File: src/rtl/tsa_pkg.sv
package tsa_pkg;
  localparam int WORD_W  = 32;
  localparam int SHIFT_W = 6;

  typedef logic [WORD_W-1:0]  word_t;
  typedef logic [SHIFT_W-1:0] shamt_t;

  typedef struct packed {
    shamt_t tp;
    shamt_t th;
    shamt_t td;
    logic   wide;
  } tile_shift_t;

  // 2^s in a 32-bit word; zero once s reaches the word width
  function automatic word_t pow2(input shamt_t s);
    return word_t'(1) << s;
  endfunction

  function automatic word_t low_mask(input shamt_t s);
    return pow2(s) - word_t'(1);
  endfunction

  // ceil(v / 2^s)
  function automatic word_t ceil_shift(input word_t v, input shamt_t s);
    return (v + low_mask(s)) >> s;
  endfunction

  function automatic word_t ytile_word(input shamt_t th, input word_t tyo);
    return (pow2(th) << 12) | (pow2(th) - tyo);
  endfunction

  function automatic word_t yz_field(input shamt_t th, input shamt_t td);
    return pow2(th - shamt_t'(2)) << td;
  endfunction
endpackage

File: src/rtl/tsa_mode_decode.sv
module tsa_mode_decode
  import tsa_pkg::*;
#(
  parameter int MODE_W = 12
) (
  input  logic [MODE_W-1:0] mode,
  output tile_shift_t       shifts
);
  localparam logic [3:0] NARROW_CODE = 4'hE;

  always_comb begin
    shifts.wide = (mode[3:0] != NARROW_CODE);
    shifts.tp   = shifts.wide ? shamt_t'(6) : shamt_t'(4);
    shifts.th   = shamt_t'(mode[7:4]) + shamt_t'(2);
    shifts.td   = shamt_t'(mode[11:8]);
  end
endmodule

File: src/rtl/tsa_axis_split.sv
module tsa_axis_split
  import tsa_pkg::*;
(
  input  word_t  value,
  input  shamt_t shift,
  output word_t  tile_idx,
  output word_t  in_tile
);
  assign tile_idx = value >> shift;
  assign in_tile  = value & low_mask(shift);
endmodule

File: src/rtl/tiled_addr_calc.sv
module tiled_addr_calc
  import tsa_pkg::*;
#(
  parameter int MODE_W  = 12,
  parameter int HI_W    = 8,
  parameter int PITCH_W = 19,
  parameter int XW      = 19,
  parameter int YW      = 13,
  parameter int ZW      = 12,
  parameter int BPP_W   = 5
) (
  input  logic               clk,
  input  logic               rst_n,
  input  logic               start,
  input  logic               linear,
  input  logic [MODE_W-1:0]  tile_mode,
  input  logic [HI_W-1:0]    base_hi,
  input  logic [31:0]        base_lo,
  input  logic [PITCH_W-1:0] pitch_in,
  input  logic [XW-1:0]      width_px,
  input  logic [YW-1:0]      height_px,
  input  logic [XW-1:0]      x_px,
  input  logic [YW-1:0]      y_px,
  input  logic [ZW-1:0]      z_px,
  input  logic [BPP_W-1:0]   bytes_pp,
  output logic               done,
  output logic [31:0]        start_lo,
  output logic [31:0]        hi_cfg,
  output logic [31:0]        pitch_out,
  output logic [31:0]        ytile_cfg,
  output logic               wide_tile
);
  localparam int NAXES  = 3;
  localparam int FULL_W = 32 + HI_W;
  localparam int HI_POS = 16;

  // ---------------- stage 1: decode and split ----------------
  tile_shift_t dec_sh;
  word_t       byte_x, byte_w;
  word_t       ax_val   [NAXES];
  shamt_t      ax_sh    [NAXES];
  word_t       ax_idx   [NAXES];
  word_t       ax_rem   [NAXES];

  tsa_mode_decode #(.MODE_W(MODE_W)) dec_i (.mode(tile_mode), .shifts(dec_sh));

  assign byte_x = word_t'(x_px) * word_t'(bytes_pp);
  assign byte_w = word_t'(width_px) * word_t'(bytes_pp);

  assign ax_val[0] = byte_x;
  assign ax_val[1] = word_t'(y_px);
  assign ax_val[2] = word_t'(z_px);
  assign ax_sh[0]  = dec_sh.tp;
  assign ax_sh[1]  = dec_sh.th;
  assign ax_sh[2]  = dec_sh.td;

  for (genvar a = 0; a < NAXES; a++) begin : g_axis
    tsa_axis_split split_i (
      .value(ax_val[a]), .shift(ax_sh[a]),
      .tile_idx(ax_idx[a]), .in_tile(ax_rem[a])
    );
  end

  logic              s1_valid, s1_linear;
  tile_shift_t       s1_sh;
  logic [HI_W-1:0]   s1_hi;
  word_t             s1_lo, s1_pitch, s1_ntx, s1_nty;
  word_t             s1_idx [NAXES];
  word_t             s1_rem [NAXES];

  always_ff @(posedge clk) begin
    if (!rst_n) begin
      s1_valid  <= 1'b0;
      s1_linear <= 1'b0;
      s1_sh     <= '0;
      s1_hi     <= '0;
      s1_lo     <= '0;
      s1_pitch  <= '0;
      s1_ntx    <= '0;
      s1_nty    <= '0;
      for (int a = 0; a < NAXES; a++) begin
        s1_idx[a] <= '0;
        s1_rem[a] <= '0;
      end
    end else begin
      s1_valid <= start;
      if (start) begin
        s1_linear <= linear;
        s1_sh     <= dec_sh;
        s1_hi     <= base_hi;
        s1_lo     <= base_lo;
        s1_pitch  <= word_t'(pitch_in);
        s1_ntx    <= ceil_shift(byte_w, dec_sh.tp);
        s1_nty    <= ceil_shift(word_t'(height_px), dec_sh.th);
        for (int a = 0; a < NAXES; a++) begin
          s1_idx[a] <= ax_idx[a];
          s1_rem[a] <= ax_rem[a];
        end
      end
    end
  end

  // ---------------- stage 2: combine ----------------
  shamt_t            sh_yx, sh_all;
  word_t             in_tile_off, tile_num, start_off;
  logic [FULL_W-1:0] full_addr;
  word_t             t_pitch, t_ytile, t_hicfg;

  always_comb begin
    sh_yx       = s1_sh.tp + s1_sh.th;
    sh_all      = sh_yx + s1_sh.td;
    in_tile_off = (s1_rem[2] << sh_yx) + (s1_rem[1] << s1_sh.tp) + s1_rem[0];
    tile_num    = s1_idx[2] * s1_nty * s1_ntx + s1_idx[1] * s1_ntx + s1_idx[0];
    start_off   = (tile_num << sh_all) + in_tile_off;
    full_addr   = {s1_hi, s1_lo} + FULL_W'(start_off);
    t_pitch     = (s1_ntx - word_t'(1)) << sh_all;
    t_ytile     = ytile_word(s1_sh.th, s1_rem[1]);
    t_hicfg     = (word_t'(full_addr[FULL_W-1:32]) << HI_POS) | yz_field(s1_sh.th, s1_sh.td);
  end

  // result tags brought out for the checker
  logic   res_linear;
  shamt_t res_shift_total;

  always_ff @(posedge clk) begin
    if (!rst_n) begin
      done            <= 1'b0;
      start_lo        <= '0;
      hi_cfg          <= '0;
      pitch_out       <= '0;
      ytile_cfg       <= '0;
      wide_tile       <= 1'b0;
      res_linear      <= 1'b0;
      res_shift_total <= '0;
    end else begin
      done <= s1_valid;
      if (s1_valid) begin
        res_linear      <= s1_linear;
        res_shift_total <= sh_all;
        if (s1_linear) begin
          start_lo  <= s1_lo;
          hi_cfg    <= word_t'(s1_hi) << HI_POS;
          pitch_out <= s1_pitch;
          ytile_cfg <= '0;
          wide_tile <= 1'b0;
        end else begin
          start_lo  <= full_addr[31:0];
          hi_cfg    <= t_hicfg;
          pitch_out <= t_pitch;
          ytile_cfg <= t_ytile;
          wide_tile <= s1_sh.wide;
        end
      end
    end
  end
endmodule

File: config.mk
export PLATFORM = sky130hd
export DESIGN_NAME = tiled_addr_calc
export DESIGN_NICKNAME = d
export VERILOG_FILES = /design/src/rtl/tsa_pkg.sv /design/src/rtl/tsa_mode_decode.sv /design/src/rtl/tsa_axis_split.sv /design/src/rtl/tiled_addr_calc.sv
export SDC_FILE = /design/constraint.sdc
export NUM_CORES = 2
export LEC_CHECK = 0
export BUFFER_PORTS_ARGS = -buffer_cell sky130_fd_sc_hd__buf_2
export CAP_MARGIN = 20
export CORE_UTILIZATION = 55
export DETAILED_ROUTE_END_ITERATION = 7
export HOLD_SLACK_MARGIN = 0.03
export PLACE_DENSITY = 0.72
export SLEW_MARGIN = 30
export SYNTH_ARGS = -nofsm -noshare
export SYNTH_HDL_FRONTEND = slang
export SYNTH_SLANG_ARGS = --single-unit
File: constraint.sdc
create_clock -name clk -period 19.09 [get_ports clk]
set_input_delay 0.9545 -clock clk [delete_from_list [all_inputs] [get_ports clk]]
set_output_delay 0.9545 -clock clk [all_outputs]
set_load 0.01 [all_outputs]
-- Word-level counts from Yosys, hierarchy flattened
Memory sizes are Yosys's and may differ from the RTL's.
Cells that the tools add are included.
- bits in registers: 272
- bits in latches: 0
- bits in writable memories: 192
- ROM bits: 0
- input bits: 156
- output and inout port bits: 130
- memories: 2
- $add $sub $neg: 17
- $mul: 5
- div/mod/pow operators: 0
- $lt $le $gt $ge: 0
- eq/ne operators: 1
- shift-type cells: 15
- multiplexer cells: 16
- bitwise logic cells: 11
- reduce and logical (&&, ||, !) cells: 0
- memory list (memory ; depth ; bits a word ; rd ports ; clocked after memory_dff ; wr ports ; line ; RTL):
    s1_idx ; 3 ; 32 ; 3 ; 0 ; 3 ; tiled_addr_calc.sv:68 ; word_t s1_idx [NAXES];
    s1_rem ; 3 ; 32 ; 3 ; 0 ; 3 ; tiled_addr_calc.sv:69 ; word_t s1_rem [NAXES];
- operators by type and width (cell ; count):
    $mux 32 ; 10
    $add 32x32->32 ; 5
    $shl 32x6->32 ; 4
    $sub 32x1->32 const B ; 4
    $mul 32x32->32 ; 3
    $shl 1x6->32 const A ; 2
    $shr 32x6->32 ; 2
    $mul 19x5->24 ; 2
    $add 40x32->40 ; 1
    $add 13x32->32 ; 1
    $add 24x32->32 ; 1
    $and 12x32->32 ; 1
    $and 13x32->32 ; 1
    $and 24x32->32 ; 1
    $or 24x32->32 ; 1
    $or 32x32->32 ; 1
    $shl 1x3->32 const A ; 1
    $shl 1x4->32 const A ; 1
    $shl 1x5->32 const A ; 1
    $shl 32x4->32 ; 1
    $shr 12x4->32 ; 1
    $shr 13x5->32 ; 1
    $shr 24x3->32 ; 1
    $sub 32x32->32 ; 1
    other kinds (8) ; 17

-- Logic depth before layout (Yosys ltp)
An unclocked memory read counts as a cell.
- depth in word-level cells: 10
- gate-level depth with buffers: 79

-- By module
Synthesis repeated with hierarchy kept, for this count alone.
- cell total of the unflattened synthesis: 11846
- area, all modules: 101204.6 um^2
- modules (own cells, without submodules) (module ; times used ; cells an instance ; area each (um^2) ; seq. area each (um^2)):
    tiled_addr_calc ; 1 ; 10721 ; 92024.5 ; 11250.8
    tsa_axis_split ; 3 ; 368 ; 3009.1 ; 0.0
    tsa_mode_decode ; 1 ; 21 ; 152.6 ; 0.0

-- Worst setup path after synthesis
Ideal clock, no wire load.
- path type: register -> register
- from: reg s1_nty[2]
- to: reg hi_cfg[17]
- library setup time: 0.121 ns
- arrival time: 16.988 ns
- data required time: 18.969 ns
- setup slack: 1.981 ns
- cell stages (with the launch flop): 69
- clock period less this slack: 17.109 ns
- cell sequence: dfxtp_1 > clkbuf_1 > and2_1 > fa_1 > inv_1 > fa_1 > fa_1 > inv_1 > fa_1 > ha_1 > ha_1 > inv_1 > fa_1 > inv_1 > fa_1 > ha_1 > or2_2 > a21oi_1 > (+33 left out) > ha_1 > or4_1 > o22a_1 > nand2_1 > nand2b_1 > a21oi_1 > xnor2_1 > ha_1 > a21o_1 > a21o_1 > a21oi_1 > a21boi_0 > o21bai_1 > o41ai_2 > o2111ai_1 > mux2_2 > o221ai_1 > nand2_1
- word-level cells in the longest chain between the ends: 9
- ends and longest elaborated chain (element ; line ; RTL):
    start, declared ; tiled_addr_calc.sv:67 ; word_t s1_lo, s1_pitch, s1_ntx, s1_nty;
    start signal, assigned ; tiled_addr_calc.sv:94 ; s1_nty <= ceil_shift(word_t'(height_px), dec_sh.th);
    $mul 32x32->32 (2 in series) ; tiled_addr_calc.sv:113 ; tile_num = s1_idx[2] * s1_nty * s1_ntx + s1_idx[1] * s1_ntx + s1_idx[0];
    $add 32x32->32 (2 in series) ; tiled_addr_calc.sv:113 ;
    $shl 32x6->32 ; tiled_addr_calc.sv:114 ; start_off = (tile_num << sh_all) + in_tile_off;
    $add 32x32->32 ; tiled_addr_calc.sv:114 ;
    $add 40x32->40 ; tiled_addr_calc.sv:115 ; full_addr = {s1_hi, s1_lo} + FULL_W'(start_off);
    $or 24x32->32 ; tiled_addr_calc.sv:118 ; t_hicfg = (word_t'(full_addr[FULL_W-1:32]) << HI_POS) | yz_field(s1_sh.th, s1_sh.td);
    $mux 32 ; tiled_addr_calc.sv:140 ; if (s1_linear) begin
    end signal, assigned ; tiled_addr_calc.sv:142 ; hi_cfg <= word_t'(s1_hi) << HI_POS;
    end signal, assigned ; tiled_addr_calc.sv:148 ; hi_cfg <= t_hicfg;
    end, declared ; tiled_addr_calc.sv:28 ; output logic [31:0] hi_cfg,
No other way between the ends.
A chain may end at the register's enable or synchronous reset.

==> metrics <==
Setup WS pre-CTS roughly 250 ps; reg-to-reg startpoint s1_idx[0][70]$_SDFFCE_PP0P_; RSZ-0062 raised after global routing true; mean number of vias per cell 5.803; GR Overflow Total 0; initial antenna violation count 21; post-synth cell types 101; Worst Slack Setup Final 691.1 ps; maxcap violations 0; die height 347.6 µm; DIE AREA 120800 µm²; Clock Path Buffers 3; Clock H-tree levels 2; num rows between 100 and 150; Worst R2R Path Depth 69; Post-synth ARST share 0; #FFs+latches synth roughly 330; wire length per cell 21.37 µm; top-level I/O count 286; clock root cell clkbuf_16; worst slew pin tran 1057 ps; Avg Inst Size Synth 8.354 µm²; crit-path max cell delay 590 ps; clock latency on the worst-skew pair 610 ps; core area between 100000 and 150000 µm²; Crit path depth 69; delay-heaviest family, CP adder cells; Slew HR 0.2901; critical path endpoint hi_cfg[17]$_SDFFE_PN0P_; vias in the first global route 55240; CTS sink count 327; reg-to-reg endpoint hi_cfg[17]$_SDFFE_PN0P_; final setup fails 0; critical path arrival 18870 ps; most used cell, CP fa_1; syn nets 9669; first-pass GRT wire length 318.2 mm; critical path class flop to flop; WP buf/inv 10; nature of the critical path endpoint flop; # fillers 10650; Final ANT Viol Nets 0; crit path from s1_idx[0][70]$_SDFFCE_PP0P_; die width 347.6 µm; final wirelength approximately 200 mm; Initial DRC Count roughly 4700; CP max stage cell fa_1; Vias about 55000; prevailing post-synth register cell dfxtp_1; Seq/Total Area, Yosys 0.1109; DRC Markers 0; drt first pass iters 6; area grow syn2layout 6.682%; CTS tree yes; hold crit path type flop to flop; Final Cycle Share 0.9638; Nets between 9000 and 10000; HPWL Detailed 162.2 mm; R2R Setup Slk 690 ps; Synth Instances 7863; initial core utilization 0.5556; Worst-path clk slew 60 ps; share of cells above drive strength 1 0.07909; Post-synth EDFFs 74; CTS Buf Count 38; Max Freq 54.35 MHz; Max FO, Critical Path 22; # port buffers 285; Setup crit start kind flop; Final Wtd Congestion 0.9909; Yosys warnings 0; Mapped Area 65690 µm²; Hold Buf Count CTS 0; Hold Vio Cnt, Final 0; largest net degree at the start of global routing 87; max-slew violations 0; Hold Slack 453.3 ps; Required @ worst endpoint 19560 ps; skew final 38.14 ps; Tot GR Track Use 0.3371; Final min period 18400 ps; outcome finished clean
## layout by cell type (no fill, tap or decap), drive strengths merged, types with 23 or more instances in the layout
cell    netlist  routed
inv        1365    1370
fa          972     972
nand2       970     970
ha          678     678
and2        607     607
nor2        509     509
buf          53     428
a21oi       354     354
dfxtp       253     253
o21ai       249     249
mux2i       189     189
xnor2       189     189
nor3         99      99
edfxtp       74      74
and3         65      65
a21o         65      65
xor2         64      64
nand3        62      62
clkbuf      379      54
a211oi       51      51
a31oi        45      45
nor2b        39      39
nand2b       38      38
o21bai       35      35
o22ai        34      34
o211ai       29      29
a221oi       27      27
o21a         25      25
mux2         23      23
## worst min-delay path by stage
stage / from / slack (ps) / cells past startpoint / to
finish: s1_ntx[2]$_SDFFE_PN0P_ / 450 / 2 / s1_ntx[2]$_SDFFE_PN0P_
CTS: s1_ntx[2]$_SDFFE_PN0P_ / 450 / 2 / s1_ntx[2]$_SDFFE_PN0P_
global route: ytile_cfg[6]$_SDFFE_PN0P_ / 480 / 2 / ytile_cfg[6]$_SDFFE_PN0P_
floorplan: s1_nty[29]$_SDFFE_PN0P_ / 460 / 1 / s1_nty[29]$_SDFFE_PN0P_
detailed placement: s1_ntx[2]$_SDFFE_PN0P_ / 440 / 2 / s1_ntx[2]$_SDFFE_PN0P_
global placement: s1_ntx[2]$_SDFFE_PN0P_ / 430 / 2 / s1_ntx[2]$_SDFFE_PN0P_
## worst min-delay path, delay by kind of cell, from the launching register on
family | cells | cell delay (ps)
compound gates | 1 | 50
simple gates | 1 | 40
flops | 1 | 330
## timing repair
item,CTS,global route
buffers inserted,0,22
hold endpoints to repair,0,0
resized for setup,0,20
endpoints found under the setup margin,0,14
## per-layer routing
| layer | track usage | vias to the layer above | part of all wire |
|---|---|---|---|
| met2 | 0.5432 | 2199 | 0.46 |
| li1 | - | 25070 | - |
| met1 | 0.4723 | 27310 | 0.43 |
| met5 | 0 | - | 0.0010 |
| met4 | 0.1033 | 32 | 0.034 |
| met3 | 0.04435 | 356 | 0.076 |
## cell usage after synthesis, types with 14 or more instances
master | n | area [µm²]
mux2i_1 | 189 | 1892
nor4_1 | 14 | 87.58
o21bai_1 | 33 | 247.7
o21a_1 | 25 | 187.7
dfxtp_1 | 253 | 5065
o32ai_1 | 17 | 148.9
nor3_1 | 98 | 490.5
o31ai_1 | 17 | 127.6
nand3_1 | 62 | 310.3
a21oi_1 | 352 | 1762
a31oi_1 | 44 | 275.3
ha_1 | 678 | 8483
a21o_1 | 65 | 488.0
mux4_2 | 14 | 315.3
clkbuf_1 | 379 | 1423
nand2b_1 | 38 | 237.7
o22ai_1 | 34 | 212.7
edfxtp_1 | 74 | 2222
inv_1 | 1364 | 5120
a22oi_1 | 18 | 135.1
xor2_1 | 64 | 560.5
or2_2 | 17 | 106.4
o21ai_0 | 245 | 1226
buf_1 | 46 | 172.7
and3_1 | 65 | 406.6
o211ai_1 | 27 | 202.7
a211oi_1 | 50 | 375.4
nor2_1 | 507 | 1903
a221oi_1 | 27 | 236.5
nor2b_1 | 38 | 237.7
nand2_1 | 969 | 3637
fa_1 | 972 | 19460
and2_1 | 607 | 3797
xnor2_1 | 184 | 1612
or3_1 | 21 | 131.4
mux2_2 | 23 | 259.0
## final cells by class
class,count,area [µm²],share of cell area
inverter,1373,5159,0.07361
timing repair buffer,428,2534,0.03615
sequential,327,7301,0.1042
clock inverter,15,176.4,0.002517
antenna,8,20.02,0.0002857
tap,1536,1922,0.02742
multi-input combinational,5731,51830,0.7396
clock buffer,54,1136,0.01621
## sequential cells by signal, indices dropped and copies added, names as in the netlist, 8 cells and up
register / count
s1_lo: 32
pitch_out: 32
start_lo: 32
s1_rem: 31
ytile_cfg: 32
hi_cfg: 32
s1_idx: 43
s1_nty: 30
s1_sh: 11
s1_pitch: 19
s1_ntx: 21
s1_hi: 8
## logic make-up after synthesis
logic type      count (synthesis)  share of synthesized area
flops                         327                     0.1109
fa+ha+maj                    1650                     0.4254
xor+xnor                      256                    0.03550
simple gates                 2473                     0.1771
buf+inv                      1805                     0.1033
compound gates               1126                     0.1102
mux                           226                    0.03754
## stage by stage
step / cell area, µm² / util / setup TNS [ps] / instances
2_1_floorplan: 65690 / - / 0 / 7863
3_3_place_gp: 68430 / 0.5788 / 0 / 9372
3_5_place_dp: 68450 / 0.5789 / 0 / 9373
4_1_cts: 69760 / 0.5900 / 0 / 9442
5_1_grt: 70070 / 0.5926 / -71.69 / 9468
6_report: 70080 / 0.5927 / 0 / 9472
Power is not shown: default switching activity piles up to over one toggle a cycle in this logic, so the estimate is an artifact.
